`src/rtl/bas_pkg.sv`:
```
package bas_pkg;
    typedef enum logic [1:0] {
        SRC_NONE = 2'd0,
        SRC_CORE = 2'd1,
        SRC_HELD = 2'd2,
        SRC_INCR = 2'd3
    } src_e;

    typedef enum logic [1:0] {
        ST_IDLE  = 2'd0,
        ST_LEAD  = 2'd1,
        ST_CHECK = 2'd2
    } st_e;

    localparam int PROT_W = 4;
    localparam int SIZE_W = 2;
endpackage

```
`src/rtl/bas_prot_enc.sv`:
```
module bas_prot_enc
    import bas_pkg::*;
(
    input  logic              is_write,
    input  logic              cacheable,
    input  logic              bufferable,
    input  logic              priv,
    input  logic              data,
    input  logic              ptw,
    output logic [PROT_W-1:0] prot
);
    // cache bit only meaningful on reads, buffer bit only on writes
    always_comb begin
        prot[3] = ptw | (~is_write & cacheable);
        prot[2] = is_write & bufferable;
        prot[1] = priv;
        prot[0] = data;
    end
endmodule

```
`src/rtl/bas_incr.sv`:
```
module bas_incr
    import bas_pkg::*;
#(
    parameter int ADDR_W   = 32,
    parameter int MAX_LOG2 = 2
) (
    input  logic [ADDR_W-1:0] base,
    input  logic [SIZE_W-1:0] size,
    output logic [ADDR_W-1:0] sum
);
    localparam int STEP_W = MAX_LOG2 + 1;

    logic [STEP_W-1:0] step;

    // size code to byte count, saturating at the widest beat
    always_comb begin
        step = '0;
        for (int k = 0; k <= MAX_LOG2; k++) begin
            if (int'(size) == k || (k == MAX_LOG2 && int'(size) > MAX_LOG2)) begin
                step = STEP_W'(1) << k;
            end
        end
    end

    assign sum = base + {{(ADDR_W-STEP_W){1'b0}}, step};
endmodule

```
`src/rtl/bas_fsm.sv`:
```
module bas_fsm
    import bas_pkg::*;
(
    input  logic clk,
    input  logic rst_n,
    input  logic hready,
    input  logic core_valid,
    input  logic core_write,
    input  logic burst_more,
    input  logic merge_next,
    input  logic addr_match,
    output src_e src,
    output logic drop
);
    st_e st, st_nxt;

    always_ff @(posedge clk) begin
        if (!rst_n) begin
            st <= ST_IDLE;
        end else if (hready) begin
            st <= st_nxt;
        end
    end

    always_comb begin
        st_nxt = st;
        src    = SRC_NONE;
        drop   = 1'b0;
        if (!hready) begin
            src = SRC_HELD;
        end else begin
            unique case (st)
                ST_IDLE: begin
                    if (core_valid) begin
                        src    = SRC_CORE;
                        st_nxt = (!core_write && burst_more) ? ST_LEAD : ST_IDLE;
                    end else if (merge_next) begin
                        src    = SRC_CORE;
                        st_nxt = ST_CHECK;
                    end
                end
                ST_LEAD: begin
                    src    = SRC_INCR;
                    st_nxt = ST_CHECK;
                end
                ST_CHECK: begin
                    if (core_valid && !core_write && addr_match) begin
                        if (burst_more) begin
                            src    = SRC_INCR;
                            st_nxt = ST_CHECK;
                        end else begin
                            st_nxt = ST_IDLE;
                        end
                    end else if (core_valid) begin
                        src    = SRC_CORE;
                        drop   = 1'b1;
                        st_nxt = (!core_write && burst_more) ? ST_LEAD : ST_IDLE;
                    end else begin
                        drop   = 1'b1;
                        st_nxt = ST_IDLE;
                    end
                end
                default: st_nxt = ST_IDLE;
            endcase
        end
    end


    idle_direct_chk: assert property (@(posedge clk) disable iff (!rst_n)
        (st == ST_IDLE && hready && core_valid) |-> (src == SRC_CORE && !drop));


    lead_to_check_chk: assert property (@(posedge clk) disable iff (!rst_n)
        (st == ST_LEAD && hready) |=> (st == ST_CHECK));


    drop_nonseq_chk: assert property (@(posedge clk) disable iff (!rst_n)
        drop |-> (src != SRC_INCR && st == ST_CHECK));


    wait_freeze_chk: assert property (@(posedge clk) disable iff (!rst_n)
        !hready |=> $stable(st));
endmodule

```
`src/rtl/bridge_addr_sel.sv`:
```
module bridge_addr_sel
    import bas_pkg::*;
#(
    parameter int ADDR_W   = 32,
    parameter int MAX_LOG2 = 2
) (
    input  logic              clk,
    input  logic              rst_n,
    input  logic              core_valid,
    input  logic              core_write,
    input  logic [ADDR_W-1:0] core_addr,
    input  logic [1:0]        core_size,
    input  logic              core_cacheable,
    input  logic              core_bufferable,
    input  logic              core_priv,
    input  logic              core_data,
    input  logic              core_ptw,
    input  logic              burst_more,
    input  logic              merge_next,
    input  logic              hready,
    output logic [ADDR_W-1:0] haddr,
    output logic [3:0]        hprot,
    output logic              addr_valid,
    output logic              addr_seq,
    output logic [1:0]        addr_src,
    output logic              pred_drop
);
    logic [ADDR_W-1:0] hold_addr_q, incr_addr;
    logic [PROT_W-1:0] hold_prot_q, live_prot;
    logic [SIZE_W-1:0] hold_size_q, size_now;
    logic              hold_valid_q, hold_seq_q;
    logic              addr_match, drop;
    src_e              src;

    bas_prot_enc u_prot (
        .is_write   (core_write),
        .cacheable  (core_cacheable),
        .bufferable (core_bufferable),
        .priv       (core_priv),
        .data       (core_data),
        .ptw        (core_ptw),
        .prot       (live_prot)
    );

    bas_incr #(.ADDR_W(ADDR_W), .MAX_LOG2(MAX_LOG2)) u_incr (
        .base (hold_addr_q),
        .size (hold_size_q),
        .sum  (incr_addr)
    );

    assign addr_match = (core_addr == hold_addr_q);

    bas_fsm u_fsm (
        .clk        (clk),
        .rst_n      (rst_n),
        .hready     (hready),
        .core_valid (core_valid),
        .core_write (core_write),
        .burst_more (burst_more),
        .merge_next (merge_next),
        .addr_match (addr_match),
        .src        (src),
        .drop       (drop)
    );

    always_comb begin
        haddr      = hold_addr_q;
        hprot      = hold_prot_q;
        size_now   = hold_size_q;
        addr_valid = 1'b0;
        addr_seq   = 1'b0;
        unique case (src)
            SRC_CORE: begin
                haddr      = core_addr;
                hprot      = live_prot;
                size_now   = core_size;
                addr_valid = 1'b1;
            end
            SRC_INCR: begin
                haddr      = incr_addr;
                addr_valid = 1'b1;
                addr_seq   = 1'b1;
            end
            SRC_HELD: begin
                addr_valid = hold_valid_q;
                addr_seq   = hold_seq_q;
            end
            default: ;
        endcase
    end

    assign addr_src  = src;
    assign pred_drop = drop;

    // capture the bus view on every accepted cycle
    always_ff @(posedge clk) begin
        if (!rst_n) begin
            hold_addr_q  <= '0;
            hold_prot_q  <= '0;
            hold_size_q  <= '0;
            hold_valid_q <= 1'b0;
            hold_seq_q   <= 1'b0;
        end else if (hready) begin
            hold_addr_q  <= haddr;
            hold_prot_q  <= hprot;
            hold_size_q  <= size_now;
            hold_valid_q <= addr_valid;
            hold_seq_q   <= addr_seq;
        end
    end


    held_stable_chk: assert property (@(posedge clk) disable iff (!rst_n)
        (!hready && !$past(hready)) |-> ($stable(haddr) && $stable(hprot) && $stable(addr_valid)));


    seq_valid_chk: assert property (@(posedge clk) disable iff (!rst_n)
        addr_seq |-> addr_valid);


    ptw_prot_chk: assert property (@(posedge clk) disable iff (!rst_n)
        (hready && addr_src == SRC_CORE && core_ptw) |-> hprot[3]);


    incr_prot_chk: assert property (@(posedge clk) disable iff (!rst_n)
        (hready && addr_src == SRC_INCR && $past(hready)) |-> (hprot == $past(hprot)));
endmodule

```
`config.mk`:
```
export PLATFORM = sky130hd
export DESIGN_NAME = bridge_addr_sel
export DESIGN_NICKNAME = d
export VERILOG_FILES = /design/src/rtl/bas_pkg.sv /design/src/rtl/bas_prot_enc.sv /design/src/rtl/bas_incr.sv /design/src/rtl/bas_fsm.sv /design/src/rtl/bridge_addr_sel.sv
export SDC_FILE = /design/constraint.sdc
export NUM_CORES = 1
export LEC_CHECK = 0
export CORE_ASPECT_RATIO = 1.4
export CORE_UTILIZATION = 60
export CTS_CLUSTER_DIAMETER = 150
export CTS_CLUSTER_SIZE = 25
export DETAILED_ROUTE_END_ITERATION = 8
export DONT_BUFFER_PORTS = 1
export PLACE_DENSITY = 0.84
export SYNTH_ARGS = -nofsm -noshare
export SYNTH_HDL_FRONTEND = slang
export SYNTH_HIERARCHICAL = 1
export SYNTH_SLANG_ARGS = --single-unit
```
`constraint.sdc`:
```
create_clock -name clk -period 3 [get_ports clk]
set_clock_uncertainty 0.2 [all_clocks]
set_input_delay 0.45 -clock clk [delete_from_list [all_inputs] [get_ports clk]]
set_output_delay 0.45 -clock clk [all_outputs]
set_load 0.02 [all_outputs]
```
==> results of run 1 <==
==> metal layers <==
layer / overflow / track usage [%]
met3: 0 / 47.56
met1: 0 / 70.38
met2: 1 / 88.25
met4: 0 / 64.54
met5: 0 / 6.731
==> cell usage after synthesis (3+ instances only) <==
cell type / count
buf_4: 4
dfxtp_1: 42
inv_1: 8
buf_8: 6
nand4_2: 3
nor2b_1: 5
clkbuf_1: 8
nand3_1: 16
and3_1: 3
xnor2_1: 10
nand4_1: 7
nor4_1: 9
o211a_1: 32
nor3_1: 8
mux2_2: 4
mux2i_1: 34
buf_2: 5
and4_1: 3
a21boi_1: 6
a21oi_1: 35
nor4_2: 3
nor2_1: 39
nand2_1: 52
xor2_1: 52
ha_1: 3
a21o_1: 4
buf_6: 5
==> kinds of logic after synthesis <==
family,share of synthesized area [%]
DFF,23.37
muxes,10.71
xor gates and xnor gates,15.09
AOI/OAI and AO/OA,17.98
buffers and inverters,7.823
and+or+nand+nor,23.44
adders and majority gates,1.600
==> through the flow <==
stage	utilization [%]	cell area, um^2	TNS (ps)	hold slack (ps)	setup slack [ps]
4_1_cts	89.13	5189	-16050	65.80	-449.9
3_5_place_dp	80.89	4710	-19520	251.0	-305.0
3_3_place_gp	80.89	4710	-16560	239.6	-269.2
2_1_floorplan	-	4385	-71.69	232.6	-2.390
==> timing repair <==
action	CTS
gates cloned	6
setup endpoints to repair	79
setup buffers	16
gates resized for setup	41
pin swaps	17
==> flow_metrics.tcl, run 1 <==
set metrics [dict create \
    dp_hpwl_mm 7.669 \
    synthFlopType "dfxtp_1" \
    synth_edf_count 0 \
    ctsHoldBuffers 0 \
    grtUsageTotal_pct 68.59 \
    status "did not finish" \
    error_line "[ERROR GRT-0232] Routing congestion too high. Check the congestion heatmap in the GUI." \
    die_y_um 93.63 \
    synth_cell_types 49 \
    globalplace.congestion 0.8620 \
    netlist_area_um2 3598 \
    postGrtWorstEndpoint "haddr[9]" \
    htreeDepth 2 \
    root_buffer "clkbuf_8" \
    ys_ff_latch 42 \
    row_count 33 \
    failing_step "5_1_grt" \
    endpoint_type "top-level output" \
    grt_start_max_net_pins 43 \
    synth_cells 431 \
    async_reset_ff_share_pct 0 \
    synthTopCellsByArea "dfxtp_1 (23%), xor2_1 (13%), mux2i_1 (9.5%)" \
    cts.sinks 42 \
    start_util_pct 61.81 \
    port_buffers 0 \
    synth_nets 481 \
    synth_top_area_cell "dfxtp_1" \
    globalRoute.totalOverflow 1 \
    avgSynthCellArea_um2 8.349 \
    placedCellCount 532 \
    yosysTopAreaCellShare_pct 23.37 \
    io_pins 87 \
    ys_warn_count 6 \
    seq_area_frac_synth_pct 23.37 \
    cts_buffers 5 \
    clock_path_buffers 2 \
    dieWidth_um 67.45 \
]
==> run 2: changes to the inputs <==
- CORE_ASPECT_RATIO: 1.4 -> not set
- CORE_UTILIZATION: 60 -> 40
- CTS_CLUSTER_DIAMETER: 150 -> not set
- CTS_CLUSTER_SIZE: 25 -> not set
- PLACE_DENSITY: 0.84 -> not set
- PLACE_DENSITY_LB_ADDON: not set -> 0.15
==> flow_metrics.tcl, run 2 <==
set metrics [dict create \
    status "finished with violations" \
    violations "negative setup slack" \
    row_count 34 \
    final_common_cell "buf_4" \
    top_register "hold_addr_q" \
    wl_per_cell_um 18.20 \
    vias 3409 \
    routed.top_layer "met4" \
    worst_slew_pin_slew_ps 556.4 \
    drive_gt1_share_pct 39.07 \
    ir_worst_vdd_uv 224.0 \
    grt_pass1_vias 3312 \
    yosysTopAreaCellShare_pct 23.37 \
    startpoint_type "register" \
    fin_area_um2 5246 \
    report.final.hold_viol_count 0 \
    grt_start_max_net_pins 43 \
    drcViolationCount 0 \
    finalCriticalPeriod_ps 3593 \
    r2r_end "hold_size_q[1]" \
    clkLatencyLatePin_ps 310 \
    synth_cells 431 \
    wl_met1_mm 4.655 \
    synth_nets 481 \
    fin_crit_sh_pct 119.8 \
    start_util_pct 41.26 \
    fmax_mhz 278.3 \
    ys_top_cells_by_count "nand2_1 (52), xor2_1 (52), dfxtp_1 (42), nor2_1 (39), a21oi_1 (35)" \
    globalRoute.totalOverflow 0 \
    routed_wl_mm 10.96 \
    tritoncts "done" \
    cts.sinks 42 \
    critical_path_required_ps 2350 \
    synth_edf_count 0 \
    dp_hpwl_mm 8.076 \
    synthTopCellsByArea "dfxtp_1 (23%), xor2_1 (13%), mux2i_1 (9.5%)" \
    path_class "register to output port" \
    wl_met3_um 686 \
    r2r_setup_slack_ps -110 \
    crit_top_cell "buf_4" \
    drtPass1Iterations 5 \
    path_clk_slew_ps 80 \
    place_area_um2 4822 \
    globalplace.congestion 0.8127 \
    crit_family "simple AND/OR/NAND/NOR gates" \
    avgSynthCellArea_um2 8.349 \
    netlist_area_um2 3598 \
    fin_util_pct 60.16 \
    slowest_delay_ps 400 \
    ys_ff_latch 42 \
    via_per_inst 5.663 \
    total_power_mw 1.768 \
    htreeDepth 2 \
    grtUsageTotal_pct 23.45 \
    finalWorstSetupSlack_ps -592.8 \
    r2r-start "hold_addr_q[4]" \
    seq_area_frac_synth_pct 23.37 \
    nets 543 \
    reg2reg_depth 16 \
    holdPathStages 1 \
    max_slew_margin_pct 62.62 \
    cap_violations 0 \
    cp_max_fo 7 \
    n_antenna_cell 0 \
    synth_cell_types 49 \
    hold_path_end "u_fsm/st[0]" \
    clock_path_buffers 2 \
    ys_warn_count 6 \
    synth_top_area_cell "dfxtp_1" \
    port_buffers 0 \
    largestRegisters "hold_addr_q: 32 flops, hold_prot_q: 4 flops" \
    io_pins 87 \
    fin_hold_ws_ps 68.00 \
    rsz0062_at_grt "yes" \
    hold_start "rst_n" \
    p_leak_nw 2.342 \
    place_ws_ps -510.8 \
    cts_buffers 5 \
    drtAntennaViolNets 0 \
    drv_slew 0 \
    crit_chain "xor2_4 > nor4_4 > buf_4 > nand4_1 > nor2_2 > nand2_2 > or3_4 > nand3_4 > buf_6 > mux2i_1 > buf_4 > a21oi_2 > buf_4" \
    final_cell_mix "buf_4 (65), xor2_1 (50), nand2_1 (47), dfxtp_1 (39), nor2_1 (38)" \
    grt_pass1_wl_mm 17.46 \
    worstSetupEndpointType "output port" \
    coreArea_um2 8721 \
    power_density_nw_per_um2 337.1 \
    die_y_um 96.85 \
    root_buffer "clkbuf_8" \
    holdCritPathClass "input port to register" \
    path_buf_inv 4 \
    die_area_um2 9379 \
    cp.arrival_ps 2940 \
    antenna_found_initial 0 \
    drtIter0Drc 113 \
    cp_slowest_cell "or3_4" \
    area_delta_synth_final_pct 45.79 \
    wl_met2_mm 5.517 \
    dieWidth_um 96.85 \
    finalSetupViolCount 64 \
    synthFlopType "dfxtp_1" \
    async_reset_ff_share_pct 0 \
    largest_reg_flops 32 \
]
[run 2: cell counts after synthesis]
No cell type changed its count.
[run 2: metal layers]
| layer | global-route usage (%) | vias to the layer above |
|---|---|---|
| li1 | - | 1660 |
| met1 | 29.23 | 1647 |
| met2 | 41.12 | 91 |
| met3 | 5.419 | 11 |
| met4 | 4.822 | 0 |
| met5 | 0 | - |
[run 2: worst max-delay path by stage]
stage / end / slack, ps / cells after the start / from
after detailed placement: haddr[17] / -510 / 11 / core_addr[6]
after global placement: haddr[25] / -480 / 11 / core_addr[4]
after global routing: haddr[20] / -720 / 13 / hold_addr_q[4]
final: haddr[20] / -590 / 13 / hold_addr_q[4]
after CTS: haddr[20] / -580 / 13 / hold_addr_q[6]
after floorplan: haddr[0] / -2 / 10 / core_addr[10]
[run 2: cell type report]
type,instances,area [um^2]
timing repair buffer,84,789.5
multi-input combinational,352,3351
clock inverter,1,5.005
inverter,8,30.03
fill,746,3475
tap,108,135.1
clock buffer,7,86.33
sequential,42,849.6
[run 2: repair_timing]
item                                    4_1_cts  5_1_grt
pin swaps                                    10       13
endpoints found under the setup margin       80       80
buffers inserted                             10       12
hold buffers                                  0        0
cloned                                        1        0
resized for setup                            18       24
[run 2: cell families (layout without fill, tap and decap cells)]
kind of cell	Yosys count	count (layout)	share of synthesized area, %
adder cells (fa/ha/maj)	4	4	1.600
multiplexers	38	38	10.71
XOR/XNOR	62	62	15.09
buffers and inverters	37	100	7.823
AND/OR/NAND/NOR	162	162	23.44
flip-flops	42	42	23.37
AO/OA/AOI/OAI	86	86	17.98
[run 2: through the flow]
step,TNS [ps],instances
6_report,-21740,602
3_3_place_gp,-26880,577
3_5_place_dp,-29890,577
4_1_cts,-22020,596
2_1_floorplan,-71.69,431
5_1_grt,-33830,602
[run 2: report_power, final]
group	switching, mW	leakage (nW)	internal [mW]
Sequential	0.0262	0.346	0.591
Clock	0.214	0.0482	0.186
Combinational	0.412	1.95	0.339
Total	0.652	2.34	1.12
(Power assumes the default switching activity.)
